$ cat src/rtl/tlw_pkg.sv
package tlw_pkg;

  localparam int DATA_W  = 17;
  localparam int ADDR_W  = 4;
  localparam int FRAME_W = DATA_W + ADDR_W;
  localparam int REF_W   = 11;
  localparam int MULT_W  = 5;

  // positions inside the data field of the control word
  localparam int CTL_LOCK_BIT = 12;
  localparam int CTL_CP_HI    = 10;
  localparam int CTL_CP_LO    = 9;
  localparam int CTL_PON_BIT  = 6;

  typedef enum logic [ADDR_W-1:0] {
    ADDR_TEST = 4'b0000,
    ADDR_CTRL = 4'b0001,
    ADDR_MAIN = 4'b0100,
    ADDR_REF  = 4'b0101
  } reg_addr_e;

  // one-hot write select index
  localparam int SEL_TEST = 0;
  localparam int SEL_CTRL = 1;
  localparam int SEL_MAIN = 2;
  localparam int SEL_REF  = 3;
  localparam int SEL_N    = 4;

  typedef struct packed {
    logic       lock_en;
    logic [1:0] cp_sel;
    logic       soft_pon;
  } ctrl_t;

  function automatic logic [SEL_N-1:0] addr_decode(input logic [ADDR_W-1:0] a);
    logic [SEL_N-1:0] s;
    s = '0;
    case (a)
      ADDR_TEST: s[SEL_TEST] = 1'b1;
      ADDR_CTRL: s[SEL_CTRL] = 1'b1;
      ADDR_MAIN: s[SEL_MAIN] = 1'b1;
      ADDR_REF:  s[SEL_REF]  = 1'b1;
      default:   s = '0;
    endcase
    return s;
  endfunction

  function automatic ctrl_t ctrl_unpack(input logic [DATA_W-1:0] d);
    ctrl_t c;
    c.lock_en  = d[CTL_LOCK_BIT];
    c.cp_sel   = d[CTL_CP_HI:CTL_CP_LO];
    c.soft_pon = d[CTL_PON_BIT];
    return c;
  endfunction

  function automatic logic [MULT_W-1:0] cp_multiple(input logic [1:0] code);
    logic [MULT_W-1:0] m;
    case (code)
      2'b00:   m = 5'd10;
      2'b01:   m = 5'd18;
      2'b10:   m = 5'd13;
      default: m = 5'd17;
    endcase
    return m;
  endfunction

endpackage

$ cat src/rtl/tlw_bus_sync.sv
module tlw_bus_sync #(
  parameter int STAGES = 2
) (
  input  logic clk,
  input  logic rst_n,
  input  logic ser_clk,
  input  logic ser_data,
  input  logic ser_en_n,
  output logic shift_stb,
  output logic load_stb,
  output logic bit_val
);

  // lane order {en_n, data, clk}; enable idles high
  localparam int LANES = 3;
  localparam int L_CLK = 0;
  localparam int L_DAT = 1;
  localparam int L_EN  = 2;
  localparam logic [LANES-1:0] IDLE = 3'b100;

  logic [LANES-1:0] stage_q [STAGES];
  logic             clk_prev_q;
  logic             en_prev_q;
  logic [LANES-1:0] lanes_s;

  for (genvar g = 0; g < STAGES; g++) begin : g_stage
    if (g == 0) begin : g_first
      always_ff @(posedge clk or negedge rst_n) begin
        if (!rst_n) stage_q[g] <= IDLE;
        else        stage_q[g] <= {ser_en_n, ser_data, ser_clk};
      end
    end else begin : g_next
      always_ff @(posedge clk or negedge rst_n) begin
        if (!rst_n) stage_q[g] <= IDLE;
        else        stage_q[g] <= stage_q[g-1];
      end
    end
  end

  assign lanes_s = stage_q[STAGES-1];

  always_ff @(posedge clk or negedge rst_n) begin
    if (!rst_n) begin
      clk_prev_q <= 1'b0;
      en_prev_q  <= 1'b1;
    end else begin
      clk_prev_q <= lanes_s[L_CLK];
      en_prev_q  <= lanes_s[L_EN];
    end
  end

  assign shift_stb = lanes_s[L_CLK] & ~clk_prev_q & ~lanes_s[L_EN];
  assign load_stb  = lanes_s[L_EN] & ~en_prev_q;
  assign bit_val   = lanes_s[L_DAT];

  // shifting and loading are exclusive
  strobe_excl_chk: assert property (@(posedge clk) disable iff (!rst_n)
    !(shift_stb && load_stb));

endmodule

$ cat src/rtl/tlw_shifter.sv
module tlw_shifter #(
  parameter int W = 21
) (
  input  logic         clk,
  input  logic         rst_n,
  input  logic         shift_stb,
  input  logic         bit_val,
  output logic [W-1:0] frame
);

  logic [W-1:0] sr_q;

  always_ff @(posedge clk or negedge rst_n) begin
    if (!rst_n)         sr_q <= '0;
    else if (shift_stb) sr_q <= {sr_q[W-2:0], bit_val};
  end

  assign frame = sr_q;


  hold_when_idle_chk: assert property (@(posedge clk) disable iff (!rst_n)
    !shift_stb |=> $stable(sr_q));

  // newest bit lands at the LSB, older bits move up
  shift_in_chk: assert property (@(posedge clk) disable iff (!rst_n)
    shift_stb |=> (sr_q[0] == $past(bit_val)) && (sr_q[W-1:1] == $past(sr_q[W-2:0])));

endmodule

$ cat src/rtl/tlw_regfile.sv
module tlw_regfile
  import tlw_pkg::*;
(
  input  logic              clk,
  input  logic              rst_n,
  input  logic              load_stb,
  input  logic [FRAME_W-1:0] frame,
  output logic [DATA_W-1:0] test_q,
  output ctrl_t             ctrl_q,
  output logic [DATA_W-1:0] main_q,
  output logic [REF_W-1:0]  ref_q
);

  logic [ADDR_W-1:0] addr;
  logic [DATA_W-1:0] data;
  logic [SEL_N-1:0]  hit;
  logic [SEL_N-1:0]  wr;

  assign addr = frame[ADDR_W-1:0];
  assign data = frame[FRAME_W-1:ADDR_W];
  assign hit  = addr_decode(addr);
  assign wr   = hit & {SEL_N{load_stb}};

  always_ff @(posedge clk or negedge rst_n) begin
    if (!rst_n) begin
      test_q <= '0;
      ctrl_q <= '0;
      main_q <= '0;
      ref_q  <= '0;
    end else begin
      if (wr[SEL_TEST]) test_q <= data;
      if (wr[SEL_CTRL]) ctrl_q <= ctrl_unpack(data);
      if (wr[SEL_MAIN]) main_q <= data;
      if (wr[SEL_REF])  ref_q  <= data[REF_W-1:0];
    end
  end


  one_target_chk: assert property (@(posedge clk) disable iff (!rst_n)
    $onehot0(wr));


  unused_addr_chk: assert property (@(posedge clk) disable iff (!rst_n)
    (load_stb && (hit == '0)) |=>
      $stable(test_q) && $stable(ctrl_q) && $stable(main_q) && $stable(ref_q));


  no_load_hold_chk: assert property (@(posedge clk) disable iff (!rst_n)
    !load_stb |=>
      $stable(test_q) && $stable(ctrl_q) && $stable(main_q) && $stable(ref_q));


  main_capture_chk: assert property (@(posedge clk) disable iff (!rst_n)
    (load_stb && (addr == ADDR_MAIN)) |=> main_q == $past(frame[FRAME_W-1:ADDR_W]));


  ref_capture_chk: assert property (@(posedge clk) disable iff (!rst_n)
    (load_stb && (addr == ADDR_REF)) |=> ref_q == $past(frame[ADDR_W+REF_W-1:ADDR_W]));

endmodule

$ cat src/rtl/tlw_loader.sv
module tlw_loader
  import tlw_pkg::*;
#(
  parameter int SYNC_STAGES = 2
) (
  input  logic                clk,
  input  logic                rst_n,
  input  logic                ser_clk,
  input  logic                ser_data,
  input  logic                ser_en_n,
  input  logic                pwr_on,
  output logic [DATA_W-1:0]   main_div,
  output logic [REF_W-1:0]    ref_div,
  output logic [DATA_W-1:0]   test_word,
  output logic                lock_det_en,
  output logic [1:0]          cp_sel,
  output logic [MULT_W-1:0]   cp_mult,
  output logic                soft_pon,
  output logic                synth_on
);

  logic               shift_stb;
  logic               load_stb;
  logic               bit_val;
  logic [FRAME_W-1:0] frame;
  ctrl_t              ctrl_q;

  tlw_bus_sync #(.STAGES(SYNC_STAGES)) i_sync (
    .clk       (clk),
    .rst_n     (rst_n),
    .ser_clk   (ser_clk),
    .ser_data  (ser_data),
    .ser_en_n  (ser_en_n),
    .shift_stb (shift_stb),
    .load_stb  (load_stb),
    .bit_val   (bit_val)
  );

  tlw_shifter #(.W(FRAME_W)) i_shift (
    .clk       (clk),
    .rst_n     (rst_n),
    .shift_stb (shift_stb),
    .bit_val   (bit_val),
    .frame     (frame)
  );

  tlw_regfile i_regs (
    .clk      (clk),
    .rst_n    (rst_n),
    .load_stb (load_stb),
    .frame    (frame),
    .test_q   (test_word),
    .ctrl_q   (ctrl_q),
    .main_q   (main_div),
    .ref_q    (ref_div)
  );

  assign lock_det_en = ctrl_q.lock_en;
  assign cp_sel      = ctrl_q.cp_sel;
  assign soft_pon    = ctrl_q.soft_pon;
  assign cp_mult     = cp_multiple(ctrl_q.cp_sel);
  assign synth_on    = pwr_on & ctrl_q.soft_pon;


  cp_mult_legal_chk: assert property (@(posedge clk) disable iff (!rst_n)
    (cp_mult == 5'd10) || (cp_mult == 5'd13) || (cp_mult == 5'd17) || (cp_mult == 5'd18));


  power_gate_chk: assert property (@(posedge clk) disable iff (!rst_n)
    synth_on |-> soft_pon);

endmodule

$ cat config.mk
export PLATFORM = sky130hd
export DESIGN_NAME = tlw_loader
export DESIGN_NICKNAME = d
export VERILOG_FILES = /design/src/rtl/tlw_pkg.sv /design/src/rtl/tlw_bus_sync.sv /design/src/rtl/tlw_shifter.sv /design/src/rtl/tlw_regfile.sv /design/src/rtl/tlw_loader.sv
export SDC_FILE = /design/constraint.sdc
export NUM_CORES = 1
export LEC_CHECK = 0
export ABC_AREA = 1
export BUFFER_PORTS_ARGS = -buffer_cell sky130_fd_sc_hd__buf_4
export CAP_MARGIN = 20
export CELL_PAD_IN_SITES_DETAIL_PLACEMENT = 0
export CELL_PAD_IN_SITES_GLOBAL_PLACEMENT = 2
export CORE_UTILIZATION = 30
export DETAILED_ROUTE_END_ITERATION = 10
export PLACE_DENSITY = 0.78
export SYNTH_ARGS = -nofsm -noshare
export SYNTH_HDL_FRONTEND = slang
export SYNTH_SLANG_ARGS = --single-unit
$ cat constraint.sdc
create_clock -name clk -period 1.2 [get_ports clk]
set_input_delay 0.12 -clock clk [delete_from_list [all_inputs] [get_ports clk]]
set_output_delay 0.12 -clock clk [all_outputs]
set_load 0.05 [all_outputs]
==> run metrics <==
Starting Density=a little under a third; Lkg Pwr=approximately 2.3 nW; vias=about 2600; cell family with most CP delay=flip-flops; failing checks=negative setup slack; Clock Path Buffers=2; Worst Clk Skew=roughly 0.0084 ns; top-area cell type share of the netlist area=between 60% and 70%; Crit path buffers/inverters=2; Setup TNS=-7.109 ns; grt ovf=0; Yosys warnings=0; clk sinks=a little under 80; CP Cell Sequence=inv_2, nor2_4, buf_4, nand3_4, nand2_1, nand2_1; Vias/cell=4.509; Nets=approximately 440; storage element area=just under 0.002 mm^2; Largest stage delay, worst path=about 0.56 ns; CP max FO=6; Slew Viols, Final=0; status=finished, violations left; die width=slightly above 100 um; largest net degree at the start of global routing=33; Hold Path Class=input port to async pin; Antenna Violating Nets Remaining=0; Clk pin slew, worst setup/hold paths=about 0.080 ns; WL final=around 8.2 mm; post-synthesis cell count=about 330; drt wl/cell=14.50 um; Clock Tree Root=clkbuf_8; startpoint types=flip-flop; peak supply drop=0.0006835 V; Crit-path slowest cell=dfstp_2; Ports=61; # rows=36; initial antenna violation count=0; total power draw=between 6 and 7 mW; Filler cells=960; Cell Pwr Density=1425 mW/mm^2; vias in the first global route=2571; Die ar.=0.01065 mm^2; Area contributors post-synth=dfrtp_1, nand2_1, nand3_1; CTS buffer count=9; IO buf count=60; Global Route Usage Sum=about 17%; sequential area share after synthesis=between 60% and 70%; TritonRoute pass-1 iters=4; Core Footprint=between 0.009 and 0.01 mm^2; # H-tree levels=3; Cell variety after synth=17; slew margin rel.=roughly 74%; leading area contributor after synthesis=dfrtp_1; Multi-input gate area=between 0.001 and 0.0015 mm^2; Setup crit end=i_regs.test_q[15]; first-pass GRT wire length=13.07 mm; drt drc=0; iteration-0 DRC count of the detailed router=73; reg2reg path depth=6; RR Endpoint=i_regs.test_q[15]; Util after Layout=between 40% and 50%; Crit. End Element=flip-flop; RSZ-0062 raised after global routing=yes; CP Depth=6; Synth Register Bits=approximately 80; commonest non-fill, non-tap cell in the layout=nand2_1; final worst path period share=112.8%; final number of setup-violating endpoints=68; worst reg-to-reg setup slack=-0.15 ns; Max Cap Violations=0; Mean Syn Cell Area=approximately 9.4 um^2; share of cells above drive strength 1=a little over two fifths; Clk Latency, worst-skew pair=0.34 ns; Post-DP HPWL=roughly 5.0 mm; dpl cells=about 520; Worst Path Required=around 1.4 ns; CTS tree=built; Arr. time, crit path=between 1.5 and 2 ns; diode count=0; cell repeated most along the worst path=nand2_1; final worst slack=-0.1538 ns; Least-Margin Pin Slew=0.3890 ns; FF-to-FF Start=i_sync.lanes_s[2]; commonest non-fill, non-tap cells in the layout=nand2_1, buf_4, dfrtp_1; Worst Path Class, Setup=flip-flop to flip-flop; area delta synth->final=48.70%; Worst Setup SP=i_sync.lanes_s[2]; fmax=738.7 MHz; Final Hold Viols=0; syn_nets=~330; fin cells=approximately 570; fin crit period=between 1 and 1.5 ns; Post-Syn Area=between 0.003 and 0.004 mm^2; gp weighted congestion=approximately 0.74; die height=103.2 um
per-layer routing:
metal / global-route usage, % / vias up / routed length (um)
li1: - / 1250 / -
met3: 2.352 / 11 / 262
met4: 7.259 / 0 / 130
met1: 23.18 / 1249 / 3989
met5: 0 / - / 0
met2: 26.31 / 51 / 3852
synthesized netlist by cell type:
master / number
nand2_1: 122
dfrtp_1: 75
nand3_1: 51
inv_1: 24
o21ai_0: 19
buf_2: 10
buf_6: 4
clkbuf_1: 4
dfstp_2: 3
nor2_1: 3
nor2_4: 3
inv_2: 2
nand3_2: 2
nor2_2: 2
o21ai_1: 2
nand2_2: 1
nand3b_1: 1
kinds of logic after synthesis:
kind of cell / after synthesis / share of synthesized area, %
buffers and inverters: 44 / 6.759
AND/OR/NAND/NOR: 185 / 26.18
flip-flops: 78 / 63.64
AO/OA/AOI/OAI: 21 / 3.420
sequential cells by signal (all words and copies together), names as in the netlist:
signal	flops
i_sync.en_prev_q	1
i_shift.frame	21
i_regs.ctrl_q	4
i_regs.main_q	17
i_regs.ref_q	11
i_regs.test_q	17
i_sync.stage_q	3
i_sync.clk_prev_q	1
i_sync.lanes_s	3
area by class of cell:
| cell class | count | share of cell area [%] |
|---|---|---|
| clock buffer | 11 | 2.875 |
| clock inverter | 5 | 1.835 |
| inverter | 26 | 2.218 |
| multi-input combinational | 210 | 25.30 |
| sequential | 78 | 42.85 |
| tap | 133 | 3.642 |
| timing repair buffer | 105 | 21.28 |
worst min path at each step:
stage / startpoint / to / slack [ns]
after floorplan: rst_n / i_regs.ctrl_q[0] / -0.18
after global placement: rst_n / i_shift.frame[11] / 0.07
after detailed placement: rst_n / i_shift.frame[11] / 0.07
after CTS: rst_n / i_shift.frame[2] / 0.24
after global routing: rst_n / i_shift.frame[10] / 0.29
final: rst_n / i_shift.frame[11] / 0.25
stage by stage:
step / hold WS (ns) / instance area (um^2) / setup WS [ns]
after floorplan: -0.1756 / 3108 / -0.1721
after global placement: 0.07378 / 3802 / -0.1612
after detailed placement: 0.06867 / 3802 / -0.2021
after CTS: 0.2376 / 4313 / -0.1239
after global routing: 0.2869 / 4569 / -0.2306
final: 0.2476 / 4569 / -0.1538
repair_timing:
action / 4_1_cts / 5_1_grt
hold endpoints to repair: 26 / 0
gates cloned: 6 / 3
setup buffers: 13 / 3
pin swaps: 7 / 5
gates resized for setup: 27 / 79
endpoints found under the setup margin: 66 / 75
hold buffers: 4 / 0
power breakdown:
part | internal (mW) | switching [mW] | total [mW]
Combinational | 0.532 | 0.898 | 1.43
Sequential | 2.78 | 0.167 | 2.95
Clock | 1.18 | 0.958 | 2.14
Total | 4.49 | 2.02 | 6.51
(Power assumes the default switching activity.)
